===== src/rtl/spiw_pkg.sv =====
package spiw_pkg;
    localparam int ADDR_W = 9;
    localparam logic [7:0] OP_WREN = 8'h06;

    typedef enum logic [2:0] {
        PH_IDLE, PH_OPC, PH_ADR, PH_DATA, PH_WREN, PH_SKIP
    } phase_e;

    function automatic logic is_write_op(input logic [7:0] b);
        return (b[7:4] == 4'h0) && (b[2:0] == 3'b010);
    endfunction
endpackage


===== src/rtl/spiw_shift.sv =====
module spiw_shift (
    input  logic       clk,
    input  logic       rst_n,
    input  logic       cs_n,
    input  logic       sclk,
    input  logic       mosi,
    input  logic       wp_n,
    output logic       cs_fall,
    output logic       cs_rise,
    output logic       byte_stb,
    output logic [7:0] byte_val,
    output logic [2:0] bit_cnt,
    output logic       wp_ok
);
    // sync vector bit order: 0 cs_n, 1 sclk, 2 mosi, 3 wp_n
    localparam logic [3:0] SYNC_RST = 4'b1001;

    typedef struct packed {
        logic [3:0] s1;
        logic [3:0] s2;
        logic [3:0] s3;
        logic [6:0] sh;
        logic [2:0] bcnt;
    } sh_st_t;

    sh_st_t q, d;
    logic   sck_rise;

    always_comb begin
        d        = q;
        d.s1     = {wp_n, mosi, sclk, cs_n};
        d.s2     = q.s1;
        d.s3     = q.s2;
        cs_fall  = q.s3[0] & ~q.s2[0];
        cs_rise  = ~q.s3[0] & q.s2[0];
        sck_rise = ~q.s3[1] & q.s2[1] & ~q.s2[0];
        byte_stb = 1'b0;
        byte_val = {q.sh, q.s2[2]};
        if (cs_fall) begin
            d.bcnt = '0;
        end else if (sck_rise) begin
            d.sh     = {q.sh[5:0], q.s2[2]};
            d.bcnt   = q.bcnt + 3'd1;
            byte_stb = (q.bcnt == 3'd7);
        end
    end

    always_ff @(posedge clk or negedge rst_n) begin
        if (!rst_n) begin
            q.s1   <= SYNC_RST;
            q.s2   <= SYNC_RST;
            q.s3   <= SYNC_RST;
            q.sh   <= '0;
            q.bcnt <= '0;
        end else begin
            q <= d;
        end
    end

    assign bit_cnt = q.bcnt;
    assign wp_ok   = q.s2[3];

    a_r3_byte_while_selected: assert property (@(posedge clk) disable iff (!rst_n)
        byte_stb |-> !q.s2[0]);
endmodule


===== src/rtl/spiw_pagebuf.sv =====
module spiw_pagebuf #(
    parameter int DEPTH = 16,
    localparam int OFF_W = $clog2(DEPTH)
) (
    input  logic             clk,
    input  logic             rst_n,
    input  logic             clr,
    input  logic             wr,
    input  logic [OFF_W-1:0] wr_off,
    input  logic [7:0]       wr_data,
    input  logic [OFF_W-1:0] rd_off,
    output logic [7:0]       rd_data,
    output logic             rd_valid
);
    logic [7:0]       data_q [DEPTH];
    logic [7:0]       data_d [DEPTH];
    logic [DEPTH-1:0] vld_q, vld_d;

    always_comb begin
        vld_d = clr ? '0 : vld_q;
        for (int i = 0; i < DEPTH; i++) begin
            data_d[i] = data_q[i];
        end
        if (wr) begin
            data_d[wr_off] = wr_data;
            vld_d[wr_off]  = 1'b1;
        end
    end

    generate
        for (genvar g = 0; g < DEPTH; g++) begin : g_ent
            always_ff @(posedge clk or negedge rst_n) begin
                if (!rst_n) data_q[g] <= '0;
                else        data_q[g] <= data_d[g];
            end
        end
    endgenerate

    always_ff @(posedge clk or negedge rst_n) begin
        if (!rst_n) vld_q <= '0;
        else        vld_q <= vld_d;
    end

    assign rd_data  = data_q[rd_off];
    assign rd_valid = vld_q[rd_off];

    a_r5_written_is_valid: assert property (@(posedge clk) disable iff (!rst_n)
        (wr && !clr) |=> vld_q[$past(wr_off)]);
endmodule


===== src/rtl/spiw_prot.sv =====
module spiw_prot #(
    parameter int PAGE_W = 5
) (
    input  logic [1:0]        bp,
    input  logic [PAGE_W-1:0] page,
    output logic              hit
);
    always_comb begin
        unique case (bp)
            2'b00: hit = 1'b0;
            2'b01: hit = &page[PAGE_W-1 -: 2];
            2'b10: hit = page[PAGE_W-1];
            default: hit = 1'b1;
        endcase
    end
endmodule


===== src/rtl/spiw_write_engine.sv =====
module spiw_write_engine #(
    parameter int PAGE_BYTES = 16,
    parameter int TWR_CYCLES = 256
) (
    input  logic       clk,
    input  logic       rst_n,
    input  logic       cs_n,
    input  logic       sclk,
    input  logic       mosi,
    input  logic       wp_n,
    input  logic [1:0] bp,
    output logic       wel,
    output logic       wip,
    output logic       mem_we,
    output logic [8:0] mem_addr,
    output logic [7:0] mem_wdata
);
    import spiw_pkg::*;

    localparam int OFF_W  = $clog2(PAGE_BYTES);
    localparam int PAGE_W = ADDR_W - OFF_W;
    localparam int CNT_W  = $clog2(TWR_CYCLES + 1);

    generate
        if (TWR_CYCLES < PAGE_BYTES) begin : g_bad_twr
            $error("TWR_CYCLES must cover one page commit");
        end
    endgenerate

    typedef struct packed {
        logic              wel;
        logic              wip;
        logic [CNT_W-1:0]  cnt;
        phase_e            phase;
        logic [ADDR_W-1:0] addr;
        logic [OFF_W-1:0]  off;
        logic              got_data;
        logic [PAGE_W-1:0] cpage;
    } eng_st_t;

    eng_st_t q, d;

    logic             cs_fall, cs_rise, byte_stb, wp_ok, prot_hit;
    logic [7:0]       byte_val;
    logic [2:0]       bit_cnt;
    logic             buf_clr, buf_wr, rd_valid;
    logic [7:0]       rd_data;
    logic             write_ok;

    spiw_shift u_shift (
        .clk, .rst_n, .cs_n, .sclk, .mosi, .wp_n,
        .cs_fall, .cs_rise, .byte_stb, .byte_val, .bit_cnt, .wp_ok
    );

    spiw_prot #(.PAGE_W(PAGE_W)) u_prot (
        .bp, .page(q.addr[ADDR_W-1:OFF_W]), .hit(prot_hit)
    );

    spiw_pagebuf #(.DEPTH(PAGE_BYTES)) u_buf (
        .clk, .rst_n, .clr(buf_clr), .wr(buf_wr), .wr_off(q.off),
        .wr_data(byte_val), .rd_off(q.cnt[OFF_W-1:0]),
        .rd_data, .rd_valid
    );

    assign write_ok = q.got_data && (bit_cnt == 3'd0) && q.wel && !q.wip
                      && wp_ok && !prot_hit;

    always_comb begin
        d       = q;
        buf_clr = 1'b0;
        buf_wr  = 1'b0;

        if (q.wip) begin
            if (q.cnt == CNT_W'(TWR_CYCLES - 1)) begin
                d.wip = 1'b0;
                d.wel = 1'b0;
                d.cnt = '0;
            end else begin
                d.cnt = q.cnt + 1'b1;
            end
        end

        if (cs_fall) begin
            d.got_data = 1'b0;
            if (q.wip) begin
                d.phase = PH_SKIP;
            end else begin
                d.phase = PH_OPC;
                buf_clr = 1'b1;
            end
        end else if (byte_stb) begin
            unique case (q.phase)
                PH_OPC: begin
                    if (is_write_op(byte_val)) begin
                        d.phase          = PH_ADR;
                        d.addr[ADDR_W-1] = byte_val[3];
                    end else if (byte_val == OP_WREN) begin
                        d.phase = PH_WREN;
                    end else begin
                        d.phase = PH_SKIP;
                    end
                end
                PH_ADR: begin
                    d.addr[7:0] = byte_val;
                    d.off       = byte_val[OFF_W-1:0];
                    d.phase     = PH_DATA;
                end
                PH_DATA: begin
                    buf_wr     = 1'b1;
                    d.off      = q.off + 1'b1;
                    d.got_data = 1'b1;
                end
                PH_WREN: d.phase = PH_SKIP;
                default: ;
            endcase
        end else if (cs_rise) begin
            d.phase = PH_IDLE;
            unique case (q.phase)
                PH_WREN: begin
                    if (bit_cnt == 3'd0 && !q.wip) d.wel = 1'b1;
                end
                PH_ADR, PH_DATA: begin
                    if (write_ok) begin
                        d.wip   = 1'b1;
                        d.cnt   = '0;
                        d.cpage = q.addr[ADDR_W-1:OFF_W];
                    end else begin
                        d.wel = 1'b0;
                    end
                end
                default: ;
            endcase
        end
    end

    always_ff @(posedge clk or negedge rst_n) begin
        if (!rst_n) begin
            q.wel      <= 1'b0;
            q.wip      <= 1'b0;
            q.cnt      <= '0;
            q.phase    <= PH_IDLE;
            q.addr     <= '0;
            q.off      <= '0;
            q.got_data <= 1'b0;
            q.cpage    <= '0;
        end else begin
            q <= d;
        end
    end

    assign wel       = q.wel;
    assign wip       = q.wip;
    assign mem_we    = q.wip && (q.cnt < CNT_W'(PAGE_BYTES)) && rd_valid;
    assign mem_addr  = {q.cpage, q.cnt[OFF_W-1:0]};
    assign mem_wdata = rd_data;

    a_r9_write_only_busy: assert property (@(posedge clk) disable iff (!rst_n)
        mem_we |-> wip);
    a_r6_start_needs_wel: assert property (@(posedge clk) disable iff (!rst_n)
        $rose(wip) |-> $past(wel));
    a_r8_start_needs_wp: assert property (@(posedge clk) disable iff (!rst_n)
        $rose(wip) |-> $past(wp_ok));
    a_r10_wel_low_at_end: assert property (@(posedge clk) disable iff (!rst_n)
        $fell(wip) |-> !wel);
    a_r9_page_fixed: assert property (@(posedge clk) disable iff (!rst_n)
        (mem_we && $past(mem_we)) |-> (mem_addr[8:4] == $past(mem_addr[8:4])));
    a_r11_no_clear_busy: assert property (@(posedge clk) disable iff (!rst_n)
        wip |-> !u_buf.clr);
endmodule


===== config.mk =====
export PLATFORM = sky130hd
export DESIGN_NAME = spiw_write_engine
export DESIGN_NICKNAME = d
export VERILOG_FILES = /design/src/rtl/spiw_pkg.sv /design/src/rtl/spiw_shift.sv /design/src/rtl/spiw_pagebuf.sv /design/src/rtl/spiw_prot.sv /design/src/rtl/spiw_write_engine.sv
export SDC_FILE = /design/constraint.sdc
export NUM_CORES = 1
export LEC_CHECK = 0
export ABC_CLOCK_PERIOD_IN_PS = 2500
export BUFFER_PORTS_ARGS = -buffer_cell sky130_fd_sc_hd__buf_2
export CAP_MARGIN = 10
export CORE_UTILIZATION = 35
export CTS_BUF_LIST = sky130_fd_sc_hd__clkbuf_2 sky130_fd_sc_hd__clkbuf_4 sky130_fd_sc_hd__clkbuf_8
export DETAILED_ROUTE_END_ITERATION = 10
export PLACE_DENSITY = 0.48
export REMOVE_ABC_BUFFERS = 1
export SLEW_MARGIN = 20
export SYNTH_ARGS = -nofsm -noshare
export SYNTH_HDL_FRONTEND = slang
export SYNTH_SLANG_ARGS = --single-unit

===== constraint.sdc =====
create_clock -name clk -period 2.5 [get_ports clk]
set_input_delay 0.125 -clock clk [delete_from_list [all_inputs] [get_ports clk]]
set_output_delay 0.125 -clock clk [all_outputs]
set_load 0.1 [all_outputs]

==> run_results.csv <==
group,metric,value,unit
min_path,worstHoldPathType,"in -> reg",
sta,relSlewSlack,0.458,
setup_path,r2r_setup_slack,0.09,ns
pwr,switchingPower,1.60,mW
setup_path,timing.rr.end,"u_buf.data_q[86]$_DFFE_PN0P_",
grt,grt_max_degree,77,
pwr,seqPwrFrac,0.551,
clocking,cts_buffer_depth,2,
routing,firstDrtPassIters,4,
min_path,holdPathStages,4,
sta,fmax,415,MHz
grt,grt_pass1_wl,34000,um
routing,drt_iter0_markers,297,
floorplanning,io_pins,28,
clocking,cts_buffers,17,
floorplanning,die_w,161,um
synth,synth_cell_types,48,
synth,ys_ff_latch,193,
clocking,clk_pin_slew,0.10,ns
placed_design,routabilityCongestion,0.783,
grt,grt_usage,0.175,
pwr,power_switching_share,0.274,
pwr,peakVddDrop,0.351,mV
clocking,clock_latency,0.48,ns
clocking,cts_root_buffer,"clkbuf_8",
placed_design,dp.cells,973,
floorplanning,rows,57,
routing,vias_per_cell,5.25,
finish,n_fill_cell,2259,
clocking,cts_tree,"yes",
floorplanning,core_region_area,0.0245,sq mm
synth,async_reset_ff_frac,1.00,
finish,antenna_cells,0,
sta,slew_viol_final,0,
setup_path,cp.required,2.38,ns
run_status,status,"complete, no violations",
pwr,p_clk_frac,0.353,
finish,seqCellArea,0.00484,sq mm
synth,netlist_instances,622,
routing,postRouteAntennaNets,0,
synth,synth_flop_cell,"dfrtp_1",
clocking,htree_levels,4,
finish,mostFrequentLayoutCells,"dfrtp_1, mux2_2, buf_4, mux4_2",
routing,wire_per_inst,20.9,um
pwr,power.internal,4.24,mW
sta,tightestPinTransition,0.811,ns
routing,via_count,5347,
run,cap_violations,0,
synth,ys_seq_area_frac,0.547,
synth,synth_area,0.00884,sq mm
floorplanning,initial_utilization,0.361,
sta,final_hold_viol_count,0,
routing,drc,0,
setup_path,ff2ff_path_depth,8,
finish,postLayoutCoreUtil,0.423,
sta,period_share,0.964,
placed_design,post-dp-hpwl,13900,um
finish,drive_above_1_share,0.480,
placed_design,portBuffers,27,
clocking,clock-sinks,193,
finish,area_delta_synth_final,17.2,%
floorplanning,die_area,0.0259,sq mm
floorplanning,die_h,161,um
grt,overflow,0,
pwr,p_comb_frac,0.096,
sta,clock-skew-final,0.0135,ns
setup_path,critPathKind,"reg -> out",
finish,final_cell_count_no_fill,1018,
synth,synth_edf_count,0,
grt,antenna_found_initial,0,
setup_path,r2r-start,"u_shift.d[10]$_DFF_PN1_",
pwr,p_leak,4.96,nW
finish,layout_commonest_cell,"dfrtp_1",
grt,grt_pass1_vias,5656,
synth,yosys_warnings,0,
sta,final.min_clock_period,2.41,ns
finish,multiInputGateArea,0.00377,sq mm
setup_path,arrival,2.28,ns
sta,setup_viol,0,
setup_path,endpoint_kind,"output port",
routing,routed_wl,21200,um
setup_path,cp_max_fo,11,
finish,nNetsFinal,699,
setup_path,cp-start-kind,"flop",
pwr,power_density,563,mW/mm^2
min_path,hold-path-endpoint,"wel$_DFF_PN0_",
pwr,power.total,5.84,mW
synth,synth_area_per_cell,14.2,sq um
min_path,hp-start,"bp[0]",
## layout make-up
class / count / share of cell area
Multi-Input combinational cell: 368 / 0.364
Clock buffer: 22 / 0.0280
Inverter: 11 / 0.00398
Tap cell: 324 / 0.0391
Sequential cell: 193 / 0.467
Clock inverter: 10 / 0.00989
Timing Repair Buffer: 90 / 0.0883
## per-layer routing
metal  global-route usage  up-vias  wire (um)
li1                     -     2375          -
met4               0.0506        0        189
met2                0.270       86       9940
met3               0.0305       15        874
met5                    0        -          0
met1                0.251     2871      10200
## worst max-delay path by stage
| stage | from | endpoint | slack, ns | depth (start not counted) |
|---|---|---|---|---|
| after floorplan | mem_addr[0]$_DFF_PN0_ | mem_we | -1.92 | 3 |
| after global placement | u_shift.d[10]$_DFF_PN1_ | u_buf.data_q[122]$_DFFE_PN0P_ | 0.13 | 7 |
| after detailed placement | u_shift.d[10]$_DFF_PN1_ | u_buf.data_q[70]$_DFFE_PN0P_ | 0.10 | 7 |
| after CTS | mem_addr[0]$_DFF_PN0_ | mem_wdata[2] | 0.01 | 5 |
| after global routing | mem_addr[0]$_DFF_PN0_ | mem_wdata[1] | -0.0009 | 6 |
| final | mem_addr[0]$_DFF_PN0_ | mem_wdata[7] | 0.09 | 6 |
## through the flow
stage	setup slack [ns]	hold slack, ns	cell area, sq um	TNS (ns)
6_report	0.0912	0.148	10400	0
5_1_grt	-0.000896	0.167	10400	-0.000896
4_1_cts	0.0142	0.125	10200	0
2_1_floorplan	-1.92	-0.171	8610	-57.50
3_5_place_dp	0.103	0.211	9720	0
3_3_place_gp	0.126	0.204	9720	0
## power by group through the flow
stage	clock network, mW	logic [mW]	registers, mW
2_1_floorplan	0	0.122	3.38
3_3_place_gp	0	0.553	3.28
3_5_place_dp	0	0.568	3.28
4_1_cts	2.13	0.576	3.22
5_1_grt	2.26	0.626	3.23
6_report	2.06	0.560	3.22
## flip-flops by register name, summed over array words and instances (netlist names)
name / flops
u_buf.data_q: 128
u_shift.d: 6
q: 18
wel: 1
u_buf.vld_q: 16
u_shift.wp_ok: 1
u_shift.bit_cnt: 3
mem_addr: 9
u_shift.byte_val: 8
wip: 1
u_shift.q: 2
## logic make-up after synthesis
kind of cell    after synthesis  share of synthesized area
mux                         184                      0.280
xor+xnor                      7                    0.00693
compound gates               61                     0.0482
flops                       193                      0.547
fa+ha+maj                    10                     0.0141
simple gates                106                     0.0730
buf+inv                      61                     0.0311
## synth_stat cells (all sizes together) (2+ instances only)
| cell | number | area (sq um) |
|---|---|---|
| nor2b | 8 | 50.1 |
| a21o | 17 | 128 |
| buf | 23 | 133 |
| mux4 | 36 | 811 |
| nor4b | 2 | 32.5 |
| inv | 11 | 41.3 |
| o211ai | 2 | 15.0 |
| nand2b | 5 | 31.3 |
| xor2 | 3 | 26.3 |
| nor2 | 30 | 143 |
| nor4 | 4 | 25.0 |
| nand4 | 8 | 80.1 |
| dfrtp | 188 | 4700 |
| mux2i | 2 | 20.0 |
| nand2 | 22 | 82.6 |
| a21oi | 10 | 50.1 |
| o21ai | 5 | 25.0 |
| dfstp | 5 | 131 |
| a311oi | 2 | 17.5 |
| a22oi | 18 | 135 |
| and3 | 3 | 18.8 |
| nor3 | 10 | 82.6 |
| ha | 10 | 125 |
| mux2 | 146 | 1640 |
| nor4bb | 2 | 20.0 |
| clkbuf | 27 | 101 |
| xnor2 | 4 | 35.0 |
| nand3 | 6 | 30.0 |
## timing repair
item / in CTS / in global routing
setup buffers: 1 / 6
gates resized for setup: 13 / 15
pin swaps: 0 / 3
hold buffers: 5 / 0
endpoints found under the setup margin: 9 / 43
endpoints found under the hold margin: 73 / 0
cloned: 1 / 1
## worst max-delay path: stages (launching register included)
cell and delay [ns]:
dfrtp_2 0.40, buf_4 0.12, buf_8 0.16, mux4_2 0.51, a22oi_1 0.26, nand2_1 0.14, buf_6 0.20
(Power assumes the default switching activity.)
